==> src/rtl/cell_fifo_pkg.sv <==
package cell_fifo_pkg;

    typedef enum logic [1:0] {
        W_IDLE,
        W_BODY,
        W_DROP
    } wr_state_t;

    typedef enum logic {
        R_HEAD,
        R_BODY
    } rd_state_t;

endpackage

==> src/rtl/cell_fifo_store.sv <==
module cell_fifo_store #(
    parameter int DATA_W      = 32,
    parameter int CELL_WORDS  = 13,
    parameter int DEPTH_CELLS = 4
) (
    input  logic                                  clk,
    input  logic                                  rst_n,
    input  logic                                  we,
    input  logic [$clog2(DEPTH_CELLS)-1:0]        wslot,
    input  logic [$clog2(CELL_WORDS)-1:0]         widx,
    input  logic [DATA_W-1:0]                     wdata,
    input  logic                                  werr,
    input  logic                                  re,
    input  logic [$clog2(DEPTH_CELLS)-1:0]        rslot,
    input  logic [$clog2(CELL_WORDS)-1:0]         ridx,
    output logic [DATA_W-1:0]                     rdata,
    output logic                                  rerr
);
    localparam int ENTRIES = CELL_WORDS * DEPTH_CELLS;
    localparam int ADDR_W  = $clog2(ENTRIES);

    logic [DATA_W:0]   mem [ENTRIES];
    logic [DATA_W:0]   q;
    logic [ADDR_W-1:0] waddr;
    logic [ADDR_W-1:0] raddr;

    // slot base plus word offset
    always_comb begin
        waddr = ADDR_W'(wslot) * ADDR_W'(CELL_WORDS) + ADDR_W'(widx);
        raddr = ADDR_W'(rslot) * ADDR_W'(CELL_WORDS) + ADDR_W'(ridx);
    end

    always_ff @(posedge clk) begin
        if (we) begin
            mem[waddr] <= {werr, wdata};
        end
    end

    always_ff @(posedge clk) begin
        if (!rst_n) begin
            q <= '0;
        end else if (re) begin
            q <= mem[raddr];
        end
    end

    assign rdata = q[DATA_W-1:0];
    assign rerr  = q[DATA_W];

endmodule

==> src/rtl/cell_fifo_wr.sv <==
module cell_fifo_wr
    import cell_fifo_pkg::*;
#(
    parameter int CELL_WORDS  = 13,
    parameter int DEPTH_CELLS = 4
) (
    input  logic                                  clk,
    input  logic                                  rst_n,
    input  logic                                  wr_en,
    input  logic                                  wr_sop,
    input  logic [$clog2(DEPTH_CELLS+1)-1:0]      cells_held,
    output logic                                  mem_we,
    output logic [$clog2(DEPTH_CELLS)-1:0]        mem_wslot,
    output logic [$clog2(CELL_WORDS)-1:0]         mem_widx,
    output logic                                  mem_werr,
    output logic                                  commit,
    output logic                                  cell_space,
    output logic                                  cell_written,
    output logic                                  oflw_err,
    output logic                                  soc_err
);
    localparam int IDX_W  = $clog2(CELL_WORDS);
    localparam int SLOT_W = $clog2(DEPTH_CELLS);
    localparam int CNT_W  = $clog2(DEPTH_CELLS+1);
    localparam logic [IDX_W-1:0]  LAST_IDX  = IDX_W'(CELL_WORDS-1);
    localparam logic [SLOT_W-1:0] LAST_SLOT = SLOT_W'(DEPTH_CELLS-1);
    localparam logic [CNT_W-1:0]  FULL_CNT  = CNT_W'(DEPTH_CELLS);
    localparam logic [CNT_W-1:0]  NEAR_CNT  = CNT_W'(DEPTH_CELLS-1);

    wr_state_t         state, nstate;
    logic [IDX_W-1:0]  widx, n_idx;
    logic [SLOT_W-1:0] wslot;
    logic              cell_bad, n_bad;
    logic              room;
    logic              ovf, socf;

    always_comb begin
        room       = cells_held < FULL_CNT;
        cell_space = (state == W_BODY) ? (cells_held < NEAR_CNT) : room;
    end

    // next-state and datapath strobes
    always_comb begin
        nstate   = state;
        n_idx    = widx;
        n_bad    = cell_bad;
        mem_we   = 1'b0;
        mem_widx = widx;
        mem_werr = cell_bad;
        commit   = 1'b0;
        ovf      = 1'b0;
        socf     = 1'b0;
        unique case (state)
            W_IDLE: begin
                if (wr_en) begin
                    socf  = !wr_sop;
                    n_idx = IDX_W'(1);
                    if (room) begin
                        mem_we   = 1'b1;
                        mem_widx = '0;
                        mem_werr = !wr_sop;
                        n_bad    = !wr_sop;
                        nstate   = W_BODY;
                    end else begin
                        ovf    = 1'b1;
                        nstate = W_DROP;
                    end
                end
            end
            W_BODY: begin
                if (wr_en) begin
                    mem_we = 1'b1;
                    if (wr_sop) begin
                        // roll back: restart the same slot at word 0
                        socf     = 1'b1;
                        mem_widx = '0;
                        mem_werr = 1'b0;
                        n_bad    = 1'b0;
                        n_idx    = IDX_W'(1);
                    end else if (widx == LAST_IDX) begin
                        commit = 1'b1;
                        n_idx  = '0;
                        n_bad  = 1'b0;
                        nstate = W_IDLE;
                    end else begin
                        n_idx = widx + IDX_W'(1);
                    end
                end
            end
            W_DROP: begin
                if (wr_en) begin
                    if (wr_sop) begin
                        n_idx = IDX_W'(1);
                        if (room) begin
                            mem_we   = 1'b1;
                            mem_widx = '0;
                            mem_werr = 1'b0;
                            n_bad    = 1'b0;
                            nstate   = W_BODY;
                        end else begin
                            ovf = 1'b1;
                        end
                    end else if (widx == LAST_IDX) begin
                        n_idx  = '0;
                        nstate = W_IDLE;
                    end else begin
                        n_idx = widx + IDX_W'(1);
                    end
                end
            end
            default: begin
                nstate = W_IDLE;
                n_idx  = '0;
            end
        endcase
    end

    always_ff @(posedge clk) begin
        if (!rst_n) begin
            state    <= W_IDLE;
            widx     <= '0;
            cell_bad <= 1'b0;
            wslot    <= '0;
        end else begin
            state    <= nstate;
            widx     <= n_idx;
            cell_bad <= n_bad;
            if (commit) begin
                wslot <= (wslot == LAST_SLOT) ? '0 : wslot + SLOT_W'(1);
            end
        end
    end

    always_ff @(posedge clk) begin
        if (!rst_n) begin
            cell_written <= 1'b0;
            oflw_err     <= 1'b0;
            soc_err      <= 1'b0;
        end else begin
            cell_written <= commit;
            oflw_err     <= ovf;
            soc_err      <= socf;
        end
    end

    assign mem_wslot = wslot;

endmodule

==> src/rtl/cell_fifo_rd.sv <==
module cell_fifo_rd
    import cell_fifo_pkg::*;
#(
    parameter int CELL_WORDS  = 13,
    parameter int DEPTH_CELLS = 4
) (
    input  logic                                  clk,
    input  logic                                  rst_n,
    input  logic                                  rd_ena,
    input  logic [$clog2(DEPTH_CELLS+1)-1:0]      cells_held,
    output logic                                  rd_dav,
    output logic                                  take,
    output logic                                  release_cell,
    output logic [$clog2(DEPTH_CELLS)-1:0]        rslot,
    output logic [$clog2(CELL_WORDS)-1:0]         ridx,
    output logic                                  rd_val,
    output logic                                  rd_sop,
    output logic                                  rd_eop,
    output logic                                  uflw_err
);
    localparam int IDX_W  = $clog2(CELL_WORDS);
    localparam int SLOT_W = $clog2(DEPTH_CELLS);
    localparam logic [IDX_W-1:0]  LAST_IDX  = IDX_W'(CELL_WORDS-1);
    localparam logic [SLOT_W-1:0] LAST_SLOT = SLOT_W'(DEPTH_CELLS-1);

    rd_state_t        state, nstate;
    logic [IDX_W-1:0] n_idx;
    logic             at_last;

    always_comb begin
        rd_dav       = cells_held != '0;
        take         = rd_ena && rd_dav;
        at_last      = ridx == LAST_IDX;
        release_cell = take && at_last;
        nstate       = state;
        n_idx        = ridx;
        if (take) begin
            n_idx = at_last ? '0 : ridx + IDX_W'(1);
        end
        unique case (state)
            R_HEAD:  if (take)         nstate = R_BODY;
            R_BODY:  if (release_cell) nstate = R_HEAD;
            default: nstate = R_HEAD;
        endcase
    end

    always_ff @(posedge clk) begin
        if (!rst_n) begin
            state <= R_HEAD;
            ridx  <= '0;
            rslot <= '0;
        end else begin
            state <= nstate;
            ridx  <= n_idx;
            if (release_cell) begin
                rslot <= (rslot == LAST_SLOT) ? '0 : rslot + SLOT_W'(1);
            end
        end
    end

    always_ff @(posedge clk) begin
        if (!rst_n) begin
            rd_val   <= 1'b0;
            rd_sop   <= 1'b0;
            rd_eop   <= 1'b0;
            uflw_err <= 1'b0;
        end else begin
            rd_val   <= take;
            rd_sop   <= take && (state == R_HEAD);
            rd_eop   <= release_cell;
            uflw_err <= rd_ena && !rd_dav;
        end
    end

endmodule

==> src/rtl/cell_fifo.sv <==
module cell_fifo #(
    parameter int DATA_W      = 32,
    parameter int CELL_WORDS  = 13,
    parameter int DEPTH_CELLS = 4
) (
    input  logic              clk,
    input  logic              rst_n,
    input  logic              wr_en,
    input  logic              wr_sop,
    input  logic [DATA_W-1:0] wr_data,
    output logic              cell_space,
    output logic              cell_written,
    output logic              oflw_err,
    output logic              soc_err,
    input  logic              rd_ena,
    output logic              rd_dav,
    output logic              rd_val,
    output logic [DATA_W-1:0] rd_data,
    output logic              rd_sop,
    output logic              rd_eop,
    output logic              rd_err,
    output logic              uflw_err
);
    localparam int IDX_W  = $clog2(CELL_WORDS);
    localparam int SLOT_W = $clog2(DEPTH_CELLS);
    localparam int CNT_W  = $clog2(DEPTH_CELLS+1);

    logic [CNT_W-1:0]  cells_held;
    logic              mem_we, mem_werr, commit;
    logic [SLOT_W-1:0] wslot, rslot;
    logic [IDX_W-1:0]  widx, ridx;
    logic              take, release_cell;

    cell_fifo_wr #(
        .CELL_WORDS (CELL_WORDS),
        .DEPTH_CELLS(DEPTH_CELLS)
    ) u_wr (
        .clk         (clk),
        .rst_n       (rst_n),
        .wr_en       (wr_en),
        .wr_sop      (wr_sop),
        .cells_held  (cells_held),
        .mem_we      (mem_we),
        .mem_wslot   (wslot),
        .mem_widx    (widx),
        .mem_werr    (mem_werr),
        .commit      (commit),
        .cell_space  (cell_space),
        .cell_written(cell_written),
        .oflw_err    (oflw_err),
        .soc_err     (soc_err)
    );

    cell_fifo_rd #(
        .CELL_WORDS (CELL_WORDS),
        .DEPTH_CELLS(DEPTH_CELLS)
    ) u_rd (
        .clk         (clk),
        .rst_n       (rst_n),
        .rd_ena      (rd_ena),
        .cells_held  (cells_held),
        .rd_dav      (rd_dav),
        .take        (take),
        .release_cell(release_cell),
        .rslot       (rslot),
        .ridx        (ridx),
        .rd_val      (rd_val),
        .rd_sop      (rd_sop),
        .rd_eop      (rd_eop),
        .uflw_err    (uflw_err)
    );

    cell_fifo_store #(
        .DATA_W     (DATA_W),
        .CELL_WORDS (CELL_WORDS),
        .DEPTH_CELLS(DEPTH_CELLS)
    ) u_store (
        .clk  (clk),
        .rst_n(rst_n),
        .we   (mem_we),
        .wslot(wslot),
        .widx (widx),
        .wdata(wr_data),
        .werr (mem_werr),
        .re   (take),
        .rslot(rslot),
        .ridx (ridx),
        .rdata(rd_data),
        .rerr (rd_err)
    );

    // committed cells not yet fully read
    always_ff @(posedge clk) begin
        if (!rst_n) begin
            cells_held <= '0;
        end else if (commit && !release_cell) begin
            cells_held <= cells_held + CNT_W'(1);
        end else if (!commit && release_cell) begin
            cells_held <= cells_held - CNT_W'(1);
        end
    end

endmodule

==> config.mk <==
export PLATFORM = sky130hd
export DESIGN_NAME = cell_fifo
export DESIGN_NICKNAME = d
export VERILOG_FILES = /design/src/rtl/cell_fifo_pkg.sv /design/src/rtl/cell_fifo_store.sv /design/src/rtl/cell_fifo_wr.sv /design/src/rtl/cell_fifo_rd.sv /design/src/rtl/cell_fifo.sv
export SDC_FILE = /design/constraint.sdc
export NUM_CORES = 2
export LEC_CHECK = 0
export BUFFER_PORTS_ARGS = -buffer_cell sky130_fd_sc_hd__buf_2
export CAP_MARGIN = 20
export CORE_ASPECT_RATIO = 1.25
export CORE_UTILIZATION = 25
export DETAILED_ROUTE_END_ITERATION = 7
export HOLD_SLACK_MARGIN = 0.03
export PLACE_DENSITY_LB_ADDON = 0.08
export SLEW_MARGIN = 15
export SYNTH_ARGS = -nofsm -noshare
export SYNTH_HDL_FRONTEND = slang
export SYNTH_SLANG_ARGS = --single-unit
export TNS_END_PERCENT = 5
==> constraint.sdc <==
create_clock -name clk -period 6.46 [get_ports clk]
set_input_delay 0.969 -clock clk [delete_from_list [all_inputs] [get_ports clk]]
set_output_delay 0.969 -clock clk [all_outputs]
set_load 0.05 [all_outputs]
==> out/results.tsv <==
stage	metric	value	unit
outcome	run_status	completed	
critical_path	worstPathMaxFanout	33	
cts	post_cts_hold_buffer_count	0	
critical_path	worstSetupStartpoint	u_wr.state[1]	
layout	register_area	52710	um^2
floorplan	core_area	274100	um^2
placed_design	numPlacedInstances	6664	
cts	cts.repair.resized	0	
logic_synthesis	yosys.cell_count.top_type	edfxtp_1	
detailed_routing	avgRoutedWirePerCell	31.35	um
logic_synthesis	synth_enable_flop_cells	1716	
cts	clock-root-buffer	clkbuf_16	
detailed_routing	post-route-drc-count	0	
logic_synthesis	ys_seq_area_share	76.58	%
cts	clock-sinks	1775	
logic_synthesis	synth_area	68830	um^2
floorplan	design.die.area	277400	um^2
power_and_ir_drop	cell_internal_pwr	19.19	mW
floorplan	core.rowCount	215	
floorplan	die_w	471.3	um
critical_path	worstSetupStartpointType	flop	
cts	clock_latency	0.88	ns
detailed_routing	detail_route.iter0.violations	3141	
power_and_ir_drop	p_clk_share	45.7	%
layout	final.fill_count	26360	
grt	grt_antenna_before_repair	32	
worst_hold_path	min_path_type	input port to flop	
cts	number_of_buffers_created_by_cts	199	
sta	fin_crit	4.843	ns
detailed_routing	wl	220.6	mm
power_and_ir_drop	sw_frac_of_total	21.05	%
grt	first_pass_grt_wire_length	301.9	mm
logic_synthesis	postSynth.topFlopCell	edfxtp_1	
sta	clock-skew-final	0.1058	ns
sta	finalMaxSlewViolations	0	
floorplan	design.portCount	79	
layout	multi_input_area	15580	um^2
detailed_routing	drtAntennaViolNets	0	
power_and_ir_drop	seqPwrFrac	52.1	%
critical_path	endpoint_kind	flop	
layout	layout-drive-gt1-share	31.62	%
layout	area.growth.synth_to_final	17.61	%
grt	grt_usage	15.83	%
detailed_routing	routed-via-count	32550	
cts	cts.clk_slew.worst_paths	0.06	ns
sta	setup_total_negative_slack	0	ns
sta	setup_viol_count_final	0	
detailed_routing	drtPass1Iterations	6	
critical_path	worst-setup-path-type	flop to flop	
sta	finalHoldViolations	0	
logic_synthesis	mappedNetlistNets	3107	
detailed_routing	post_drt_via_cell_ratio	4.626	
grt	grt_start_max_net_pins	69	
placed_design	dpl_worst_slack	1.082	ns
power_and_ir_drop	power.switching	5.117	mW
sta	final.period_utilization	74.97	%
placed_design	gp_routability_congestion	0.7527	
logic_synthesis	synth_top_area_share	74.87	%
critical_path	timing.reg2reg.setup_slack	1.62	ns
sta	worst_slew_pin_slew	1.072	ns
critical_path	worst_r2r_endpoint	u_store.mem[28][32]	
sta	relSlewSlack	28.51	%
layout	finalNetCount	3354	
logic_synthesis	post-synth-top-area-cell	edfxtp_1	
cts	cts.repair_timing.setup_buffer_count	0	
floorplan	height_of_the_chip	588.6	um
logic_synthesis	synth_seq_cells	1775	
placed_design	dpl.hpwl	135.1	mm
logic_synthesis	synth-warning-count	0	
grt	vias_in_the_first_global_route	34360	
cts	tritoncts	done	
power_and_ir_drop	power-per-cell-area	300.3	nW/um^2
floorplan	initial_standard_cell_utilization_of_the_core	25.11	%
power_and_ir_drop	ir_worst_vdd	0.2019	mV
layout	layoutNonFillerInstCount	7037	
sta	achievable_clock_frequency	0.2065	GHz
logic_synthesis	syn_inst_count	3038	
logic_synthesis	synthArstFlopShare	0	%
cts	htree_num_levels	4	
run	timing.max_cap.violations	0	
critical_path	worst-endpoint-arrival	5.26	ns
sta	worst_slack	1.617	ns
grt	overflow	0	
critical_path	cp-endpoint	u_store.mem[28][32]	
critical_path	required	6.87	ns
logic_synthesis	synthTopCellsByArea	edfxtp_1 75%, mux4_2 16%, dfxtp_1 1.7%	
sta	grt_setup_unrepaired	false	
critical_path	reg2reg_depth	14	
logic_synthesis	syn-mean-instance-area	22.66	um^2
logic_synthesis	synth.top_cells.by_count	1716 x edfxtp_1, 495 x mux4_2, 78 x nor2_1	
power_and_ir_drop	cell_leakage_power	24.34	nW
logic_synthesis	ys_types	57	
placed_design	port_buf_inserts	78	
cts	clk_path_buf_depth	4	
power_and_ir_drop	comb_power_share	2.2	%
critical_path	regToRegStartpoint	u_wr.state[1]	
-- layout by cell type (no fill, tap or decap), types with 3 or more instances in the layout --
| cell | synthesis | layout |
|---|---|---|
| a211oi_1 | 38 | 37 |
| a21oi_1 | 54 | 53 |
| a31oi_1 | 3 | 3 |
| and2_1 | 4 | 4 |
| buf_12 | 0 | 18 |
| buf_2 | 61 | 71 |
| buf_4 | 13 | 123 |
| bufinv_16 | 0 | 16 |
| clkbuf_1 | 76 | 44 |
| clkbuf_16 | 0 | 202 |
| clkbuf_8 | 0 | 6 |
| clkinv_1 | 1 | 36 |
| clkinv_2 | 0 | 30 |
| clkinv_4 | 0 | 3 |
| clkinvlp_4 | 0 | 13 |
| dfxtp_1 | 59 | 59 |
| diode_2 | 0 | 16 |
| edfxtp_1 | 1716 | 1716 |
| fa_1 | 5 | 4 |
| ha_1 | 27 | 25 |
| inv_1 | 49 | 49 |
| inv_6 | 0 | 6 |
| mux2_2 | 31 | 31 |
| mux2i_1 | 69 | 69 |
| mux4_2 | 495 | 495 |
| nand2_1 | 57 | 55 |
| nand3_1 | 11 | 11 |
| nor2_1 | 78 | 26 |
| nor2_4 | 0 | 52 |
| nor2b_1 | 4 | 4 |
| nor3_1 | 9 | 9 |
| nor3b_1 | 4 | 3 |
| nor4_1 | 32 | 32 |
| o21ai_0 | 15 | 14 |
| o221ai_1 | 31 | 31 |
| o41ai_1 | 31 | 31 |
| or3_1 | 6 | 6 |
| xor2_1 | 5 | 4 |
-- final cells by class --
cell class / instances / area share (%)
diodes: 16 / 0.04946
clock inverters: 105 / 1.204
flip-flops and latches: 1775 / 65.11
repair buffers: 213 / 2.059
multi-input cells: 1044 / 19.25
well taps: 3580 / 5.533
clock buffers: 252 / 6.550
inverters: 52 / 0.2411
-- how the worst min path moves through the flow --
stage                     from            end  slack, ns  depth (start not counted)
floorplan           u_rd.state    u_rd.rd_sop       0.41                          1
finish                  rd_ena  u_rd.uflw_err       0.43                          3
detailed placement  u_rd.state    u_rd.rd_sop       0.45                          1
global placement    u_rd.state    u_rd.rd_sop       0.45                          1
global route            rd_ena  u_rd.uflw_err       0.41                          3
CTS                     rd_ena  u_rd.uflw_err       0.36                          3
-- metal layers --
layer  routed length (um)  track usage [%]  up-vias
li1                     -                -    13500
met1                95930            21.06    18010
met2               111800            27.37      785
met3                 8469            2.129      253
met4                 4425            3.443        4
met5                   27                0        -
-- flip-flops by register name, indices dropped and copies added (netlist names), 2 cells and up --
signal / count
u_wr.mem_wslot: 2
cells_held: 3
u_rd.ridx: 4
u_store.q: 33
u_store.mem: 1716
u_wr.state: 2
u_rd.rslot: 2
u_wr.widx: 4
-- power by group through the flow --
stage / clock network [mW] / registers [mW] / logic (mW)
floorplan: 0 / 12.9 / 0.115
global placement: 0 / 12.9 / 0.538
detailed placement: 0 / 12.9 / 0.554
CTS: 11.5 / 12.7 / 0.555
global route: 11.8 / 12.7 / 0.561
finish: 11.1 / 12.7 / 0.523
-- cell families (layout without fill, tap and decap cells) --
kind of cell | Yosys count | in the layout | synth area share [%]
buf+inv | 219 | 622 | 1.507
flops | 1775 | 1775 | 76.58
simple gates | 219 | 219 | 1.503
compound gates | 190 | 190 | 1.960
mux | 596 | 596 | 17.72
other cells | 0 | 16 | 0
xor+xnor | 7 | 7 | 0.08907
fa+ha+maj | 32 | 32 | 0.6362
-- critical path, stage by stage, from the launching register on --
cell and delay (ns):
dfxtp_1 0.37, inv_1 0.07, ha_1 0.30, a21oi_1 0.33, o21ai_0 0.39, and2_1 0.30
ha_1 0.27, ha_1 0.22, fa_1 0.50, nand3_1 0.11, nand2_1 0.11, nor2_1 0.16
nand2_1 0.46, nor2_4 0.24, buf_4 0.53
-- metrics by stage --
step                      util [%]  power, mW  hold WS, ns  area (um^2)
after CTS                    29.52      24.70       0.3639        80910
after floorplan                  -      13.04       0.4099        68830
final                        29.53      24.31       0.4346        80950
after global placement       27.21      13.46       0.4524        74600
after global routing         29.52      25.06       0.4089        80920
after detailed placement     27.23      13.48       0.4523        74640
Power figures use the tool's default switching activity.
